===== config.mk =====
export PLATFORM = sky130hd
export DESIGN_NAME = acc_seq_top
export DESIGN_NICKNAME = d
export VERILOG_FILES = /design/src/rtl/acc_seq_pkg.sv /design/src/rtl/acc_seq_decode.sv /design/src/rtl/acc_seq_alu.sv /design/src/rtl/acc_seq_ctrl.sv /design/src/rtl/acc_seq_top.sv
export SDC_FILE = /design/constraint.sdc
export NUM_CORES = 1
export LEC_CHECK = 0
export CORE_MARGIN = 4
export CORE_UTILIZATION = 50
export DETAILED_ROUTE_END_ITERATION = 6
export GPL_TIMING_DRIVEN = 0
export PLACE_DENSITY = 0.76
export SLEW_MARGIN = 10
export SYNTH_ARGS = -nofsm -noshare
export SYNTH_HDL_FRONTEND = slang
export SYNTH_SLANG_ARGS = --single-unit

===== constraint.sdc =====
create_clock -name clk -period 2 [get_ports clk]
set_input_delay 0.3 -clock clk [delete_from_list [all_inputs] [get_ports clk]]
set_output_delay 0.3 -clock clk [all_outputs]
set_load 0.05 [all_outputs]

===== src/rtl/acc_seq_pkg.sv =====
package acc_seq_pkg;

  localparam int unsigned DATA_W = 8;
  localparam int unsigned ADDR_W = 2 * DATA_W;

  localparam logic [DATA_W-1:0] OPC_LDA_EXT = 8'hB6;
  localparam logic [DATA_W-1:0] OPC_STA_EXT = 8'h7A;
  localparam logic [DATA_W-1:0] OPC_LDA_IMM = 8'h86;
  localparam logic [DATA_W-1:0] OPC_ADD_IMM = 8'h8B;
  localparam logic [DATA_W-1:0] OPC_LDA_DIR = 8'h96;
  localparam logic [DATA_W-1:0] OPC_NEG     = 8'h40;
  localparam logic [DATA_W-1:0] OPC_CLR     = 8'h87;
  localparam logic [DATA_W-1:0] OPC_ASR     = 8'h47;
  localparam logic [DATA_W-1:0] OPC_TST     = 8'h97;
  localparam logic [DATA_W-1:0] OPC_BRA     = 8'h20;

  typedef enum logic [2:0] {
    ST_FETCH, ST_DECODE, ST_ADDR_HI, ST_ADDR_LO,
    ST_IMM, ST_REL, ST_EXEC, ST_HALT
  } seq_state_e;

  typedef enum logic [2:0] {
    AM_INH, AM_IMM, AM_DIR, AM_EXT, AM_REL, AM_BAD
  } addr_mode_e;

  typedef enum logic [2:0] {
    FN_NONE, FN_LOAD, FN_STORE, FN_ADD, FN_NEG, FN_CLR, FN_ASR, FN_TST
  } alu_fn_e;

  typedef struct packed {
    logic n;
    logic z;
    logic v;
    logic c;
  } flags_t;

  localparam flags_t FLAGS_RESET = '{n: 1'b0, z: 1'b1, v: 1'b0, c: 1'b0};

endpackage


===== src/rtl/acc_seq_decode.sv =====
module acc_seq_decode
  import acc_seq_pkg::*;
(
  input  logic [DATA_W-1:0] opcode,
  output addr_mode_e        mode,
  output alu_fn_e           fn
);

  always_comb begin
    mode = AM_BAD;
    fn   = FN_NONE;
    case (opcode)
      OPC_LDA_EXT: begin mode = AM_EXT; fn = FN_LOAD;  end
      OPC_STA_EXT: begin mode = AM_EXT; fn = FN_STORE; end
      OPC_LDA_IMM: begin mode = AM_IMM; fn = FN_LOAD;  end
      OPC_ADD_IMM: begin mode = AM_IMM; fn = FN_ADD;   end
      OPC_LDA_DIR: begin mode = AM_DIR; fn = FN_LOAD;  end
      OPC_NEG:     begin mode = AM_INH; fn = FN_NEG;   end
      OPC_CLR:     begin mode = AM_INH; fn = FN_CLR;   end
      OPC_ASR:     begin mode = AM_INH; fn = FN_ASR;   end
      OPC_TST:     begin mode = AM_INH; fn = FN_TST;   end
      OPC_BRA:     begin mode = AM_REL; fn = FN_NONE;  end
      default:     begin mode = AM_BAD; fn = FN_NONE;  end
    endcase
  end

endmodule


===== src/rtl/acc_seq_alu.sv =====
module acc_seq_alu
  import acc_seq_pkg::*;
(
  input  alu_fn_e           fn,
  input  logic [DATA_W-1:0] a,
  input  logic [DATA_W-1:0] b,
  input  flags_t            flags_in,
  output logic [DATA_W-1:0] result,
  output flags_t            flags_out
);

  localparam int unsigned MSB = DATA_W - 1;

  logic [DATA_W:0]   sum_ext;
  logic [DATA_W-1:0] neg_val;

  always_comb begin
    sum_ext = {1'b0, a} + {1'b0, b};
    neg_val = (~a) + {{(DATA_W-1){1'b0}}, 1'b1};
  end

  always_comb begin
    result    = a;
    flags_out = flags_in;
    case (fn)
      FN_LOAD: begin
        result      = b;
        flags_out.v = 1'b0;
      end
      FN_STORE: begin
        result      = a;
        flags_out.v = 1'b0;
      end
      FN_ADD: begin
        result      = sum_ext[DATA_W-1:0];
        flags_out.c = sum_ext[DATA_W];
        flags_out.v = (a[MSB] == b[MSB]) && (sum_ext[MSB] != a[MSB]);
      end
      FN_NEG: begin
        result      = neg_val;
        flags_out.c = (neg_val != '0);
        flags_out.v = (neg_val == {1'b1, {(DATA_W-1){1'b0}}});
      end
      FN_CLR: begin
        result      = '0;
        flags_out.c = 1'b0;
        flags_out.v = 1'b0;
      end
      FN_ASR: begin
        result      = {a[MSB], a[MSB:1]};
        flags_out.c = a[0];
        flags_out.v = a[MSB] ^ a[0];
      end
      FN_TST: begin
        result      = a;
        flags_out.c = 1'b0;
        flags_out.v = 1'b0;
      end
      default: begin
        result    = a;
        flags_out = flags_in;
      end
    endcase
    if (fn != FN_NONE) begin
      flags_out.n = result[MSB];
      flags_out.z = (result == '0);
    end
  end

endmodule


===== src/rtl/acc_seq_ctrl.sv =====
module acc_seq_ctrl
  import acc_seq_pkg::*;
(
  input  logic       clk,
  input  logic       rst_n,
  input  addr_mode_e mode,
  output seq_state_e state
);

  seq_state_e state_d;
  seq_state_e state_q;

  always_comb begin
    state_d = state_q;
    case (state_q)
      ST_FETCH:  state_d = ST_DECODE;
      ST_DECODE: begin
        case (mode)
          AM_INH:  state_d = ST_EXEC;
          AM_IMM:  state_d = ST_IMM;
          AM_DIR:  state_d = ST_ADDR_LO;
          AM_EXT:  state_d = ST_ADDR_HI;
          AM_REL:  state_d = ST_REL;
          default: state_d = ST_HALT;
        endcase
      end
      ST_ADDR_HI: state_d = ST_ADDR_LO;
      ST_ADDR_LO: state_d = ST_EXEC;
      ST_IMM:     state_d = ST_EXEC;
      ST_REL:     state_d = ST_FETCH;
      ST_EXEC:    state_d = ST_FETCH;
      ST_HALT:    state_d = ST_HALT;
      default:    state_d = ST_HALT;
    endcase
  end

  always_ff @(posedge clk or negedge rst_n) begin
    if (!rst_n) state_q <= ST_FETCH;
    else        state_q <= state_d;
  end

  assign state = state_q;

endmodule


===== src/rtl/acc_seq_top.sv =====
module acc_seq_top
  import acc_seq_pkg::*;
#(
  parameter logic [15:0] RESET_PC    = 16'h0800,
  parameter int unsigned SYNC_STAGES = 2
) (
  input  logic        clk,
  input  logic        rst_n,
  output logic [15:0] mem_addr,
  input  logic [7:0]  mem_rdata,
  output logic        mem_we,
  output logic [7:0]  mem_wdata,
  output logic [15:0] pc,
  output logic [7:0]  acc,
  output logic [3:0]  ccr,
  output logic        halted
);

  localparam int unsigned HI_LSB = ADDR_W - DATA_W;

  // reset synchronizer: asserts at once, releases after SYNC_STAGES edges
  logic [SYNC_STAGES-1:0] sync_q;
  logic                   rst_sync_n;

  generate
    for (genvar s = 0; s < SYNC_STAGES; s++) begin : g_sync
      if (s == 0) begin : g_first
        always_ff @(posedge clk or negedge rst_n) begin
          if (!rst_n) sync_q[s] <= 1'b0;
          else        sync_q[s] <= 1'b1;
        end
      end else begin : g_next
        always_ff @(posedge clk or negedge rst_n) begin
          if (!rst_n) sync_q[s] <= 1'b0;
          else        sync_q[s] <= sync_q[s-1];
        end
      end
    end
  endgenerate

  assign rst_sync_n = sync_q[SYNC_STAGES-1];

  // architectural and working registers
  logic [ADDR_W-1:0] pc_q,   pc_d;
  logic [DATA_W-1:0] ir_q,   ir_d;
  logic [ADDR_W-1:0] ea_q,   ea_d;
  logic [DATA_W-1:0] imm_q,  imm_d;
  logic [DATA_W-1:0] acc_q,  acc_d;
  flags_t            flg_q,  flg_d;

  logic pc_en, ir_en, ea_en, imm_en, acc_en;

  seq_state_e        state;
  addr_mode_e        mode;
  alu_fn_e           fn;
  logic [DATA_W-1:0] alu_b;
  logic [DATA_W-1:0] alu_res;
  flags_t            alu_flg;
  logic [ADDR_W-1:0] rel_off;

  acc_seq_decode u_decode (
    .opcode (ir_q),
    .mode   (mode),
    .fn     (fn)
  );

  acc_seq_ctrl u_ctrl (
    .clk   (clk),
    .rst_n (rst_sync_n),
    .mode  (mode),
    .state (state)
  );

  assign alu_b = (mode == AM_IMM) ? imm_q : mem_rdata;

  acc_seq_alu u_alu (
    .fn        (fn),
    .a         (acc_q),
    .b         (alu_b),
    .flags_in  (flg_q),
    .result    (alu_res),
    .flags_out (alu_flg)
  );

  assign rel_off = {{HI_LSB{mem_rdata[DATA_W-1]}}, mem_rdata};

  // next-state values and clock enables
  always_comb begin
    pc_en  = 1'b0;
    ir_en  = 1'b0;
    ea_en  = 1'b0;
    imm_en = 1'b0;
    acc_en = 1'b0;
    pc_d   = pc_q + {{(ADDR_W-1){1'b0}}, 1'b1};
    ir_d   = mem_rdata;
    ea_d   = ea_q;
    imm_d  = mem_rdata;
    acc_d  = alu_res;
    flg_d  = alu_flg;
    case (state)
      ST_FETCH: begin
        pc_en = 1'b1;
        ir_en = 1'b1;
      end
      ST_DECODE: begin
        if (mode == AM_DIR) begin
          ea_en = 1'b1;
          ea_d  = '0;
        end
      end
      ST_ADDR_HI: begin
        pc_en = 1'b1;
        ea_en = 1'b1;
        ea_d  = {mem_rdata, ea_q[HI_LSB-1:0]};
      end
      ST_ADDR_LO: begin
        pc_en = 1'b1;
        ea_en = 1'b1;
        ea_d  = {ea_q[ADDR_W-1:HI_LSB], mem_rdata};
      end
      ST_IMM: begin
        pc_en  = 1'b1;
        imm_en = 1'b1;
      end
      ST_REL: begin
        pc_en = 1'b1;
        pc_d  = pc_q + {{(ADDR_W-1){1'b0}}, 1'b1} + rel_off;
      end
      ST_EXEC: begin
        acc_en = 1'b1;
      end
      default: begin
        pc_en = 1'b0;
      end
    endcase
  end

  // register process
  always_ff @(posedge clk or negedge rst_sync_n) begin
    if (!rst_sync_n) begin
      pc_q  <= RESET_PC;
      ir_q  <= '0;
      ea_q  <= '0;
      imm_q <= '0;
      acc_q <= '0;
      flg_q <= FLAGS_RESET;
    end else begin
      if (pc_en)  pc_q  <= pc_d;
      if (ir_en)  ir_q  <= ir_d;
      if (ea_en)  ea_q  <= ea_d;
      if (imm_en) imm_q <= imm_d;
      if (acc_en) begin
        acc_q <= acc_d;
        flg_q <= flg_d;
      end
    end
  end

  assign mem_addr  = (state == ST_EXEC) ? ea_q : pc_q;
  assign mem_we    = (state == ST_EXEC) && (fn == FN_STORE);
  assign mem_wdata = acc_q;
  assign pc        = pc_q;
  assign acc       = acc_q;
  assign ccr       = flg_q;
  assign halted    = (state == ST_HALT);

endmodule


==> results by stage, run 1 <==
Status:
- The flow ran to the end, but the final reports show violations.
- The checks that failed: setup timing.

Clock tree:
- For the worst-skew pair, the clock arrives at the later sink with an insertion delay of 0.35 ns.
- Buffers inserted during clock tree synthesis total 9.
- Hold repair after CTS inserted 0 buffers.
- The buffer depth of the longest clock path is 2.
- The clock-pin transition on the worst setup and hold timing paths is 0.08 ns.
- The clock net sink count is 65.
- The master cell of the clock root buffer is clkbuf_8.
- The TritonCTS clock tree is done.
- The number of levels the H-tree was split into is 3.

Floorplanning:
- The y dimension of the die is 108 um.
- The count of standard-cell rows is 36.
- Once the floorplan was initialized, standard cells occupied 51.3% of the core.
- The core area is 9770 um2.
- The floorplan step defined a die boundary enclosing 11700 um2.
- The count of pins on the block boundary is 64.
- The die is 108 um wide.

Flow run:
- The tool flagged a number of max-cap violations equal to 0.

Global routing:
- The number of global-route vias before repair is 4794.
- The first global-routing pass estimated 24.3 mm of wire.
- The global route total overflow is 0.
- The number of antenna violations at the first check in global routing is 0.
- Entering global routing, the biggest net connects 49 pins.
- The all-layer global routing usage is 26.5%.

Synth:
- For this run, the number of Yosys warnings is 0.
- After synthesis, the netlist uses 70 different library cells.
- The synthesized net count is 582.
- After synthesis, the mean cell area works out to 9.19 um2.
- For this run, the leading register cell type out of synthesis is dfrtp_1.
- The number of flip-flops and latches in the synthesized netlist is 65.
- The total standard cell area after synthesis is 5010 um2.
- The number of enable-type register cells in the synthesized netlist is 0.
- The proportion of synthesized flip-flops having asynchronous set or reset is 100%.
- Synthesis handed over a netlist of 545 instances.
- The part of the Yosys area used for sequential elements is 32.5%.

Timing:
- The maximum achievable frequency is 0.305 GHz.
- The smallest clock period supported by the final layout is computed as 3.28 ns.
- In this run the tightest slew margin relative to its limit is 57.2%.
- The final number of setup-violating endpoints is 31.
- Across the routed clock network, the largest skew measured is 0.00732 ns.
- Across all setup checks in the final design, the least slack found is -1.28 ns.
- The hold violation total from the final report came to 0.
- Setup repair after global routing could not meet its margin everywhere.
- The count of pins over their slew limit was 0.
- The worst-margin pin slew is 0.638 ns.
- The final critical path takes up 164% of the cycle.

Drt:
- The total vias in the final route is 4897.
- The number of DRC markers in iteration 0 is 311.
- The ratio of routed vias to standard cells is 6.01.
- The detail route stage leaves a number of antenna-violating nets equal to 0.
- The total detailed-routing wirelength is 15.8 mm.
- In the final routed layout, each cell accounts on average for 19.4 um.
- The DRC violation count after routing is 0.
- The first detailed-routing pass ran for 4 iterations.

Final layout:
- Leaving out filler cells and counting taps, the final layout contains 815.
- The share of layout cells above drive strength 1 is 42.4%.
- The area growth from synthesis to layout is 42.9%.
- The net total in the final layout is 715.
- The count of antenna diodes in the layout is 0.

Critical path:
- The slowest stage of the critical path is the dfrtp_1 cell.
- The stage delay of the slowest cell on the critical path is 0.39 ns.
- The internal reg-to-reg setup slack is -1.28 ns.
- Traced cell by cell, the critical path runs through buf_6, and3b_2, o2111ai_4, mux2_4, ha_4, inv_2, fa_2, nand2b_4, a21oi_4, o21a_1, nor2_2, xnor2_1, a221oi_2, nand2_1, o31ai_2.
- The required time reported for the critical path endpoint is 2.27 ns.
- The peak fanout along the critical path is 5.
- The type of the worst setup path is reg -> reg.
- The kind of start point of the critical path is a flop.
- The signal arrival time at the worst endpoint is 3.56 ns.
- STA classifies the critical path endpoint as a flop.

Worst hold path:
- The type of the worst min-delay path is in -> async.

Power:
- Summed over all cells, the static leakage comes to 3.07 nW.
- The total power is 13.6 mW.
- Dividing total power by cell area gives a power density of 1900 nW/um2.
- Across the VDD grid, the largest voltage drop is 1.67 mV.

Place:
- The global placer's final weighted congestion is 0.894.
- The detailed-placement wirelength estimate is 10.4 mm.
- Once placement completed, the tool counted placed cells totaling 742.
- Timing analysis after detailed placement gives a worst setup slack of -1.50 ns.
- The number of buffers inserted by port buffering is 63.
==> Yosys cell counts, drive strengths merged, types with 5 or more instances <==
cell type | n | area [um2]
a21o | 6 | 46.3
nand2 | 45 | 169
buf | 15 | 100
nor3b | 7 | 57.6
dfrtp | 63 | 1580
a221oi | 7 | 73.8
nor2b | 11 | 76.3
clkbuf | 20 | 75.1
inv | 16 | 60.1
and3 | 14 | 87.6
and2 | 5 | 31.3
xnor2 | 18 | 158
nor3 | 8 | 45.0
a21oi | 29 | 149
nand4 | 7 | 43.8
a22o | 18 | 158
nand3 | 12 | 60.1
o21ai | 42 | 210
a22oi | 12 | 90.1
mux2 | 45 | 510
o21bai | 7 | 52.6
xor2 | 17 | 149
nor2 | 33 | 124
ha | 25 | 313
==> cell usage in the layout, fill, tap and decap left out, drive strengths merged, types with 4 or more instances in the layout <==
cell type / synthesis / routed
nand4: 7 / 7
buf: 15 / 98
nand3: 12 / 12
nor4: 4 / 4
a21oi: 29 / 29
a211o: 4 / 4
o21ai: 42 / 42
o21bai: 7 / 7
inv: 16 / 16
and2: 5 / 5
or3: 4 / 4
dfrtp: 63 / 63
dlymetal6s2s: 0 / 4
nor2: 33 / 33
xnor2: 18 / 18
and3: 14 / 14
xor2: 17 / 17
nor3b: 7 / 7
ha: 25 / 25
mux2i: 4 / 4
nor3: 8 / 8
a21o: 6 / 6
mux2: 45 / 45
a22o: 18 / 18
a22oi: 12 / 12
nor2b: 11 / 11
dlygate4sd2: 0 / 20
nand2: 45 / 45
a221oi: 7 / 7
clkdlybuf4s50: 0 / 20
clkbuf: 20 / 25
==> critical path: cells and delay by family (launching register included) <==
kind                     cells  cell delay, ns
buffers and inverters        2            0.16
AO/OA/AOI/OAI                5            1.18
AND/OR/NAND/NOR              4            0.56
multiplexers                 1            0.25
flip-flops                   1            0.39
XOR/XNOR                     1            0.14
adder cells (fa/ha/maj)      2            0.49
==> state kept, by name, summed over array words and instances (netlist names) <==
name and count:
imm_q 8, ccr 4, u_ctrl.state 3, rst_sync_n 1, ir_q 8, acc 8
pc 16, ea_q 16, sync_q 1
==> routing by layer <==
metal	GRT usage (%)	vias up	wire, um
met5	0	-	0
met4	8.21	0	442
met3	4.90	43	1030
met2	43.0	188	7520
met1	36.1	2398	6850
li1	-	2268	-
==> logic make-up after synthesis <==
logic type,share of synthesized area [%]
compound gates,20.9
xor+xnor,6.12
fa+ha+maj,7.04
buf+inv,4.69
flops,32.5
mux,11.0
other cells,0.0748
simple gates,17.6
==> metrics by stage <==
step	setup TNS, ns	hold slack (ns)	cell area (um2)	utilization (%)
3_3_place_gp	-85.38	0.340	6030	61.7
2_1_floorplan	-17.25	0.00441	5230	-
5_1_grt	-23.93	0.0924	7160	73.3
3_5_place_dp	-43.78	0.208	6060	62.0
6_report	-21.04	0.101	7160	73.3
4_1_cts	-20.44	0.0984	6660	68.1
==> power by group <==
group / switching [mW] / internal [mW]
registers: 0.801 / 1.95
logic: 5.50 / 4.18
clock network: 0.569 / 0.567
total: 6.87 / 6.70
==> area by class of cell <==
type | instances | area (um2)
multi-input combinational | 429 | 3770
tap | 133 | 166
buffer | 29 | 194
sequential | 65 | 1650
fill | 705 | 2610
clock buffer | 10 | 128
timing repair buffer | 128 | 1140
clock inverter | 5 | 57.6
inverter | 16 | 60.1
==> path summary, 6_finish.rpt <==
kind,from,endpoint,depth (start not counted)
max,ir_q[0],ccr[2],15
min,rst_n,rst_sync_n,1
max reg2reg,ir_q[0],ccr[2],15
min reg2reg,rst_sync_n,acc[2],0
max in group asynchronous,rst_sync_n,pc[11],1
min in group clk,sync_q[0],rst_sync_n,0
==> repair_timing <==
item	in CTS	in global routing
setup buffers	34	30
resized for setup	182	99
setup endpoints to repair	89	73
pin swaps	39	50
(Power assumes the default switching activity.)
==> run 2: changes to the inputs <==
PLACE_DENSITY = unset   (was 0.76)
PLACE_DENSITY_LB_ADDON = 0.12   (was unset)
==> run 2 against run 1 <==
The flow still finishes with violations (setup timing). Sequential share of layout area up 0.28 points. Via count is 1.2% lower. Global-route usage is 0.74 points lower. Routed wire length decreased by 4.5%. Sequential cell count is the same. Worst hold slack improved by 0.015 ns. Cell area decreased by 1.2%. Cell count unchanged. Critical path type unchanged.
==> results by stage, run 2 (synthesis gave the netlist of run 1 again) <==
Power:
- The areal power density over the cells was 1860 nW/um2 (-2.0%).
- The maximum ir drop on the vdd rail is 1.26 mV (-25%).
- The combinational power share was 70.2% (-1.1 points).
- The sequential power share is 21.0% (+0.7 points).
- The clock network fraction of total power is 8.8% (+0.4 points).
- The power spent charging and discharging nets is 6.55 mW (-4.8%).
- The internal power component is 6.60 mW (-1.5%).
- The leakage power total is 3.11 nW (+1.2%).
- The switching part of the total power came to 49.8% (-0.83 points).

Critical path:
- The peak fanout along the critical path came to 3 (-2).
- The required time reported for the critical path endpoint came to 2.22 ns (-0.05 ns).
- The signal arrival time at the worst endpoint is 3.43 ns (-0.13 ns).
- The worst setup path is of the reg -> reg kind.
- STA classifies the critical path endpoint as a flop.
- STA classifies the critical path startpoint as a flop.

Final layout:
- The count of antenna diodes in the layout is 0 (unchanged).
- The post-route non-filler standard cell count came to 815 (unchanged).
- The top cell types in the final layout, fill and taps aside, are buf_4 (61), dfrtp_1 (49), nand2_1 (44), mux2_2 (33), nor2_1 (27).
- The net total in the final layout is 714 (-0.14%).
- The filler cell count in the final layout is 750 (+6.4%).
- Leaving out fill and tap cells, the most frequent cell in the layout is buf_4.
- From synthesis to final layout, the design area changed by 41.2%.
- The share of layout cells above drive strength 1 is 39.7% (-2.6 points).
- The finished layout cell area is 7080 um2 (-1.2%).

Timing:
- The maximum achievable frequency was 0.312 GHz (+2.3%).
- The final worst slack is -1.21 ns (+0.0738 ns).
- The worst clock skew was 0.0161 ns (+0.00876 ns).
- The hold violation total from the final report came to 0 (unchanged).
- The worst-margin pin slew is 0.816 ns (+0.178 ns).
- The count of pins over their slew limit is 0 (unchanged).
- Setup repair after global routing could not meet its margin everywhere.
- The final clock period utilization by the worst path is 160% (-3.7 points).
- The final number of setup-violating endpoints is 40 (+29%).
- The shortest period the worst path allows is 3.21 ns (-0.0738 ns).
- The final setup TNS is -20.03 ns (+1.00 ns).
- The smallest hold slack is 0.116 ns (+0.0149 ns).
- The worst-case headroom to the max-slew limit is 45.6% (-12 points).

Global routing:
- The all-layer global routing usage came to 25.8% (-0.74 points).
- The number of antenna violations at the first check in global routing is 0 (unchanged).
- The pin count of the biggest net entering global routing was 64 (+31%).
- The number of global-route vias before repair is 4584 (-4.4%).
- The first-pass GRT wire length is 23.7 mm (-2.7%).
- The global route total overflow was 0 (unchanged).

Floorplanning:
- The core area is 9770 um2 (unchanged).
- The die outline area is 11700 um2 (unchanged).
- The count of pins on the block boundary is 64 (unchanged).
- The y dimension of the die is 108 um (unchanged).
- The width of the die is 108 um (unchanged).
- The effective utilization at floorplan is 51.3% (unchanged).
- The count of standard-cell rows is 36 (unchanged).

Drt:
- The total detailed-routing wirelength was 15.1 mm (-4.5%).
- The number of DRC markers in iteration 0 was 325 (+4.5%).
- The wire length per cell after detailed routing is 18.5 um (-4.5%).
- The number of iterations in the first detailed-routing pass is 5 (+1).
- The DRC violation count after routing was 0 (unchanged).
- The number of antenna-violating nets in the routed design is 0 (unchanged).
- The total vias in the final route is 4836 (-1.2%).
- The ratio of routed vias to standard cells is 5.93 (-1.2%).

Clock tree:
- In this run the clock root is driven by a clkbuf_8.
- The number of buffers inserted during clock tree synthesis is 9 (unchanged).
- The number of levels the H-tree was split into is 3 (unchanged).
- The clock net sink count is 65 (unchanged).
- The buffer depth of the longest clock path came to 2 (unchanged).
- The worst-skew pair later-pin latency is 0.34 ns (about the same).
- The clock-pin transition on the worst setup and hold timing paths is 0.08 ns (about the same).
- TritonCTS built the clock tree.
- The number of hold buffers added after CTS came to 0 (unchanged).

Place:
- The global placer's final weighted congestion is 0.888 (-0.64%).
- The detailed-placement wirelength estimate was 10.4 mm (-0.83%).
- The cell count after placement is 741 (-0.13%).
- The number of buffers inserted by port buffering is 63 (unchanged).
- The area of placed instances is 6030 um2 (-0.45%).

Status:
- The flow ran to the end, but the final reports show violations.
- The checks that failed: setup timing.

Flow run:
- The number of maximum-capacitance violations is 0 (unchanged).

Worst hold path:
- The type of the worst min-delay path is in -> async.
-- run 2: per-layer routing --
layer / up-vias / global-route usage (%) / part of all wire (%)
li1: 2267 / - / -
met3: 26 / 3.82 / 5.1
met4: 0 / 5.68 / 1.4
met2: 142 / 41.7 / 48
met1: 2401 / 36.8 / 45
met5: - / 0 / 0
-- run 2: layout make-up --
| cell class | count | area (um2) | area share, % |
|---|---|---|---|
| Buffer | 29 | 198 | 2.79 |
| Clock buffer | 13 | 159 | 2.25 |
| Clock inverter | 3 | 40.0 | 0.566 |
| Inverter | 16 | 62.6 | 0.884 |
| Multi-Input combinational cell | 429 | 3660 | 51.7 |
| Sequential cell | 65 | 1650 | 23.3 |
| Tap cell | 133 | 166 | 2.35 |
| Timing Repair Buffer | 127 | 1140 | 16.1 |
-- run 2: final timing paths --
check	start	to	slack (ns)	depth (start not counted)
max in group asynchronous	rst_sync_n	pc[8]	0.98	0
min reg2reg	sync_q[0]	rst_sync_n	0.36	0
min	rst_n	rst_sync_n	0.12	1
max	pc[1]	pc[15]	-1.21	14
max reg2reg	pc[1]	pc[15]	-1.21	14
min in group clk	sync_q[0]	rst_sync_n	0.36	0
-- run 2: per-stage QoR --
stage / setup WS [ns] / total power [mW] / utilization [%]
4_1_cts: -1.22 / 12.4 / 68.3
3_3_place_gp: -1.40 / 10.4 / 61.7
5_1_grt: -1.32 / 14.0 / 72.4
3_5_place_dp: -1.45 / 10.6 / 61.7
6_report: -1.21 / 13.1 / 72.4
2_1_floorplan: -1.35 / 8.47 / -
-- run 2: power groups by stage --
stage / sequential, mW / combinational [mW] / clock, mW
4_1_cts: 2.73 / 8.50 / 1.17
3_5_place_dp: 2.72 / 7.89 / 0
5_1_grt: 2.86 / 9.88 / 1.25
3_3_place_gp: 2.67 / 7.75 / 0
2_1_floorplan: 3.32 / 5.16 / 0
6_report: 2.76 / 9.23 / 1.15
-- run 2: repair_timing --
item,in CTS,in global routing
endpoints found under the setup margin,92,74
pin swaps,35,57
gates cloned,1,0
setup buffers,34,32
resized for setup,177,72
-- run 2: worst max-delay path, stage by stage, from the launching register on --
cell      delay (ns)
dfrtp_2         0.41
ha_4            0.14
and3_4          0.18
and3_4          0.22
nand3_4         0.10
xnor2_2         0.15
ha_1            0.31
a21o_1          0.19
a21oi_2         0.16
nand4_1         0.16
and2_4          0.19
a211o_1         0.25
o211ai_1        0.16
mux2_4          0.34
xnor2_1         0.12
==> run 3: changes to the inputs <==
--- a/config.mk
+++ b/config.mk
@@ -9,2 +9,3 @@
 export CORE_UTILIZATION = 50
+export CTS_CLUSTER_SIZE = 30
 export DETAILED_ROUTE_END_ITERATION = 6
@@ -12,2 +13,3 @@
 export PLACE_DENSITY_LB_ADDON = 0.12
+export SKIP_LAST_GASP = 1
 export SLEW_MARGIN = 10
--- a/constraint.sdc
+++ b/constraint.sdc
@@ -3,2 +3,2 @@
 set_output_delay 0.3 -clock clk [all_outputs]
-set_load 0.05 [all_outputs]
+set_load 0.005 [all_outputs]
==> run 3 against run 2 <==
The flow still finishes with violations (setup timing). First-iteration DRC count decreased by 23%. Die area unchanged. Critical path depth is the same. Sequential share of layout area fell by 0.063 points. Clock skew fell by 0.00074 ns. Sequential power hardly changed. Global-route usage up 0.61 points. Fmax down 0.22%. Clock-buffer cell count rose by 2. Largest cell class unchanged.
==> results by stage, run 3 (synthesis gave the netlist of run 1 again) <==
Status:
- The run finished, with violations left.
- The checks that failed: setup timing.

Place:
- The setup slack after placement came to -1.52 ns (-0.0670 ns).
- The detailed-placement wirelength estimate is 10.4 mm (about the same).
- The global placer's final weighted congestion is 0.887 (-0.17%).
- The number of buffers inserted by port buffering is 63 (unchanged).
- The cell count after placement is 741 (unchanged).

Final layout:
- The filler cell count in the final layout is 728 (-2.9%).
- The library cells used most frequently in the layout, excluding fill and tap cells, are buf_4 (51), dfrtp_1 (47), clkdlybuf4s50_1 (44), nand2_1 (42), nor2_1 (27).
- The area added between synthesis and finish is 41.8%.
- The post-route non-filler standard cell count was 807 (-0.98%).
- The share of layout cells above drive strength 1 came to 39.5% (-0.27 points).
- The area of the multi-input gates is 3730 um2 (+1.9%).
- The net total in the final layout is 706 (-1.1%).
- Leaving out fill and tap cells, the most frequent cell in the layout is buf_4.
- The count of antenna diodes in the layout came to 0 (unchanged).
- The area occupied by registers was 1650 um2 (+0.15%).

Clock tree:
- The clock-pin transition on the worst setup and hold timing paths was 0.08 ns (about the same).
- The number of hold buffers added after CTS is 0 (unchanged).
- The number of levels the H-tree was split into is 3 (unchanged).
- The number of buffers inserted during clock tree synthesis is 9 (unchanged).
- The worst-skew pair later-pin latency is 0.35 ns (about the same).
- The TritonCTS clock tree is done.
- The cell sitting at the root of the clock tree is a clkbuf_8.
- The buffer depth of the longest clock path came to 2 (unchanged).
- The clock net sink count is 65 (unchanged).

Drt:
- The total vias in the final route is 4857 (+0.43%).
- The number of antenna-violating nets in the routed design is 0 (unchanged).
- The wire length per cell after detailed routing is 19.0 um (+2.6%).
- The number of DRC markers in iteration 0 was 250 (-23%).
- The DRC violation count after routing came to 0 (unchanged).
- The total detailed-routing wirelength is 15.3 mm (+1.6%).
- The ratio of routed vias to standard cells is 6.02 (+1.4%).
- The number of iterations in the first detailed-routing pass was 5 (unchanged).

Critical path:
- The critical path is of the reg -> reg type.
- The kind of start point of the critical path is a flop.
- The endpoint type of the worst setup path is a flop.
- On the critical path, the stage with the largest delay is an instance of or3_1.
- The stage delay of the slowest cell on the critical path is 0.40 ns (about the same).
- Walking the worst path, the cells encountered are buf_6, and3b_2, o2111ai_4, buf_4, mux2_4, inv_1, fa_2, nand2b_4, nand3_2, o221ai_2, a221oi_2, nand4_1, or3_1, o31ai_2.
- The peak fanout along the critical path is 4 (+1).
- The required time reported for the critical path endpoint is 2.27 ns (+0.05 ns).
- The signal arrival time at the worst endpoint is 3.49 ns (+0.06 ns).

Timing:
- The worst-case headroom to the max-slew limit is 45.3% (-0.27 points).
- The final worst slack is -1.22 ns (-0.00717 ns).
- The hold violation total from the final report is 0 (unchanged).
- The final setup TNS is -18.94 ns (+1.09 ns).
- The shortest period the worst path allows is 3.22 ns (+0.00717 ns).
- The final number of setup-violating endpoints is 34 (-15%).
- The worst clock skew is 0.0153 ns (-0.000735 ns).
- The worst-margin pin slew is 0.820 ns (+0.00406 ns).
- The count of pins over their slew limit was 0 (unchanged).
- The maximum achievable frequency is 0.311 GHz (-0.22%).
- Setup repair after global routing could not meet its margin everywhere.
- The final clock period utilization by the worst path came to 161% (+0.36 points).

Floorplanning:
- The die outline area is 11700 um2 (unchanged).
- The core area is 9770 um2 (unchanged).
- The y dimension of the die is 108 um (unchanged).
- The count of standard-cell rows came to 36 (unchanged).
- The count of pins on the block boundary came to 64 (unchanged).
- The effective utilization at floorplan is 51.3% (unchanged).
- The width of the die was 108 um (unchanged).

Global routing:
- The all-layer global routing usage is 26.4% (+0.61 points).
- The global route total overflow is 0 (unchanged).
- The number of global-route vias before repair is 4687 (+2.2%).
- The first-pass GRT wire length was 24.1 mm (+2.0%).
- The number of antenna violations at the first check in global routing is 0 (unchanged).
- The pin count of the biggest net entering global routing is 64 (unchanged).

Power:
- The maximum ir drop on the vdd rail is 1.03 mV (-18%).
- The leakage power total came to 3.02 nW (-2.8%).
- The areal power density over the cells is 1650 nW/um2 (-11%).

Flow run:
- The number of maximum-capacitance violations came to 0 (unchanged).

Worst hold path:
- In this run the worst hold path is classified as in -> async.
run 3: cell count changes in the layout (fill, tap and decap cells not counted), sizes merged:
cell           previous run  this run
clkinv                    2         0
clkdlybuf4s50            24        44
dlygate4sd2              13         2
dlymetal6s2s              7         0
clkbuf                   27        36
buf                      98        81
run 3: where the power goes:
group	leakage (nW)	switching (mW)	internal, mW
clock network	0.116	0.530	0.748
registers	0.755	0.820	1.96
logic	2.15	3.53	4.16
run 3: timing repair:
item,CTS,global route
gates resized for setup,104,99
pin swaps,40,38
setup buffers,36,22
cloned,1,0
endpoints found under the setup margin,78,69
run 3: per-layer routing:
metal	wire length (um)	up-vias	track usage, %
met5	0	-	0
met4	313	0	8.39
met3	1060	32	3.94
met2	7300	185	41.6
met1	6670	2388	37.5
li1	-	2252	-
run 3: critical path: cells and delay by family, from the launching register on:
kind | cells | cell delay (ns)
and+or+nand+nor | 5 | 1.09
AOI/OAI and AO/OA | 4 | 0.74
DFF | 1 | 0.39
adders and majority gates | 1 | 0.38
buffers and inverters | 3 | 0.36
muxes | 1 | 0.18
run 3: path summary, 6_finish.rpt:
kind / slack (ns) / from / cells past startpoint / to
worst max-delay path: -1.22 / ir_q[0] / 14 / ccr[2]
worst min-delay path: 0.11 / rst_n / 1 / rst_sync_n
worst max register to register: -1.22 / ir_q[0] / 14 / ccr[2]
worst min register to register: 0.36 / sync_q[0] / 0 / rst_sync_n
max in group asynchronous: 0.98 / rst_sync_n / 0 / u_ctrl.state[0]
min in group clk: 0.36 / sync_q[0] / 0 / rst_sync_n
run 3: final cells by class:
| class | count | area share, % |
|---|---|---|
| Tap cell | 133 | 2.34 |
| Clock inverter | 1 | 0.423 |
| Buffer | 28 | 2.61 |
| Sequential cell | 65 | 23.2 |
| Inverter | 16 | 0.845 |
| Timing Repair Buffer | 120 | 15.3 |
| Multi-Input combinational cell | 429 | 52.5 |
| Clock buffer | 15 | 2.76 |
run 3: through the flow:
| step | total power, mW | hold WS [ns] | instance area (um2) | utilization [%] |
|---|---|---|---|---|
| CTS | 10.7 | 0.105 | 6750 | 69.1 |
| global placement | 8.67 | 0.344 | 6040 | 61.8 |
| finish | 11.7 | 0.112 | 7110 | 72.7 |
| floorplan | 6.71 | 0.00441 | 5240 | - |
| global route | 12.5 | 0.101 | 7110 | 72.7 |
| detailed placement | 8.85 | 0.349 | 6040 | 61.8 |
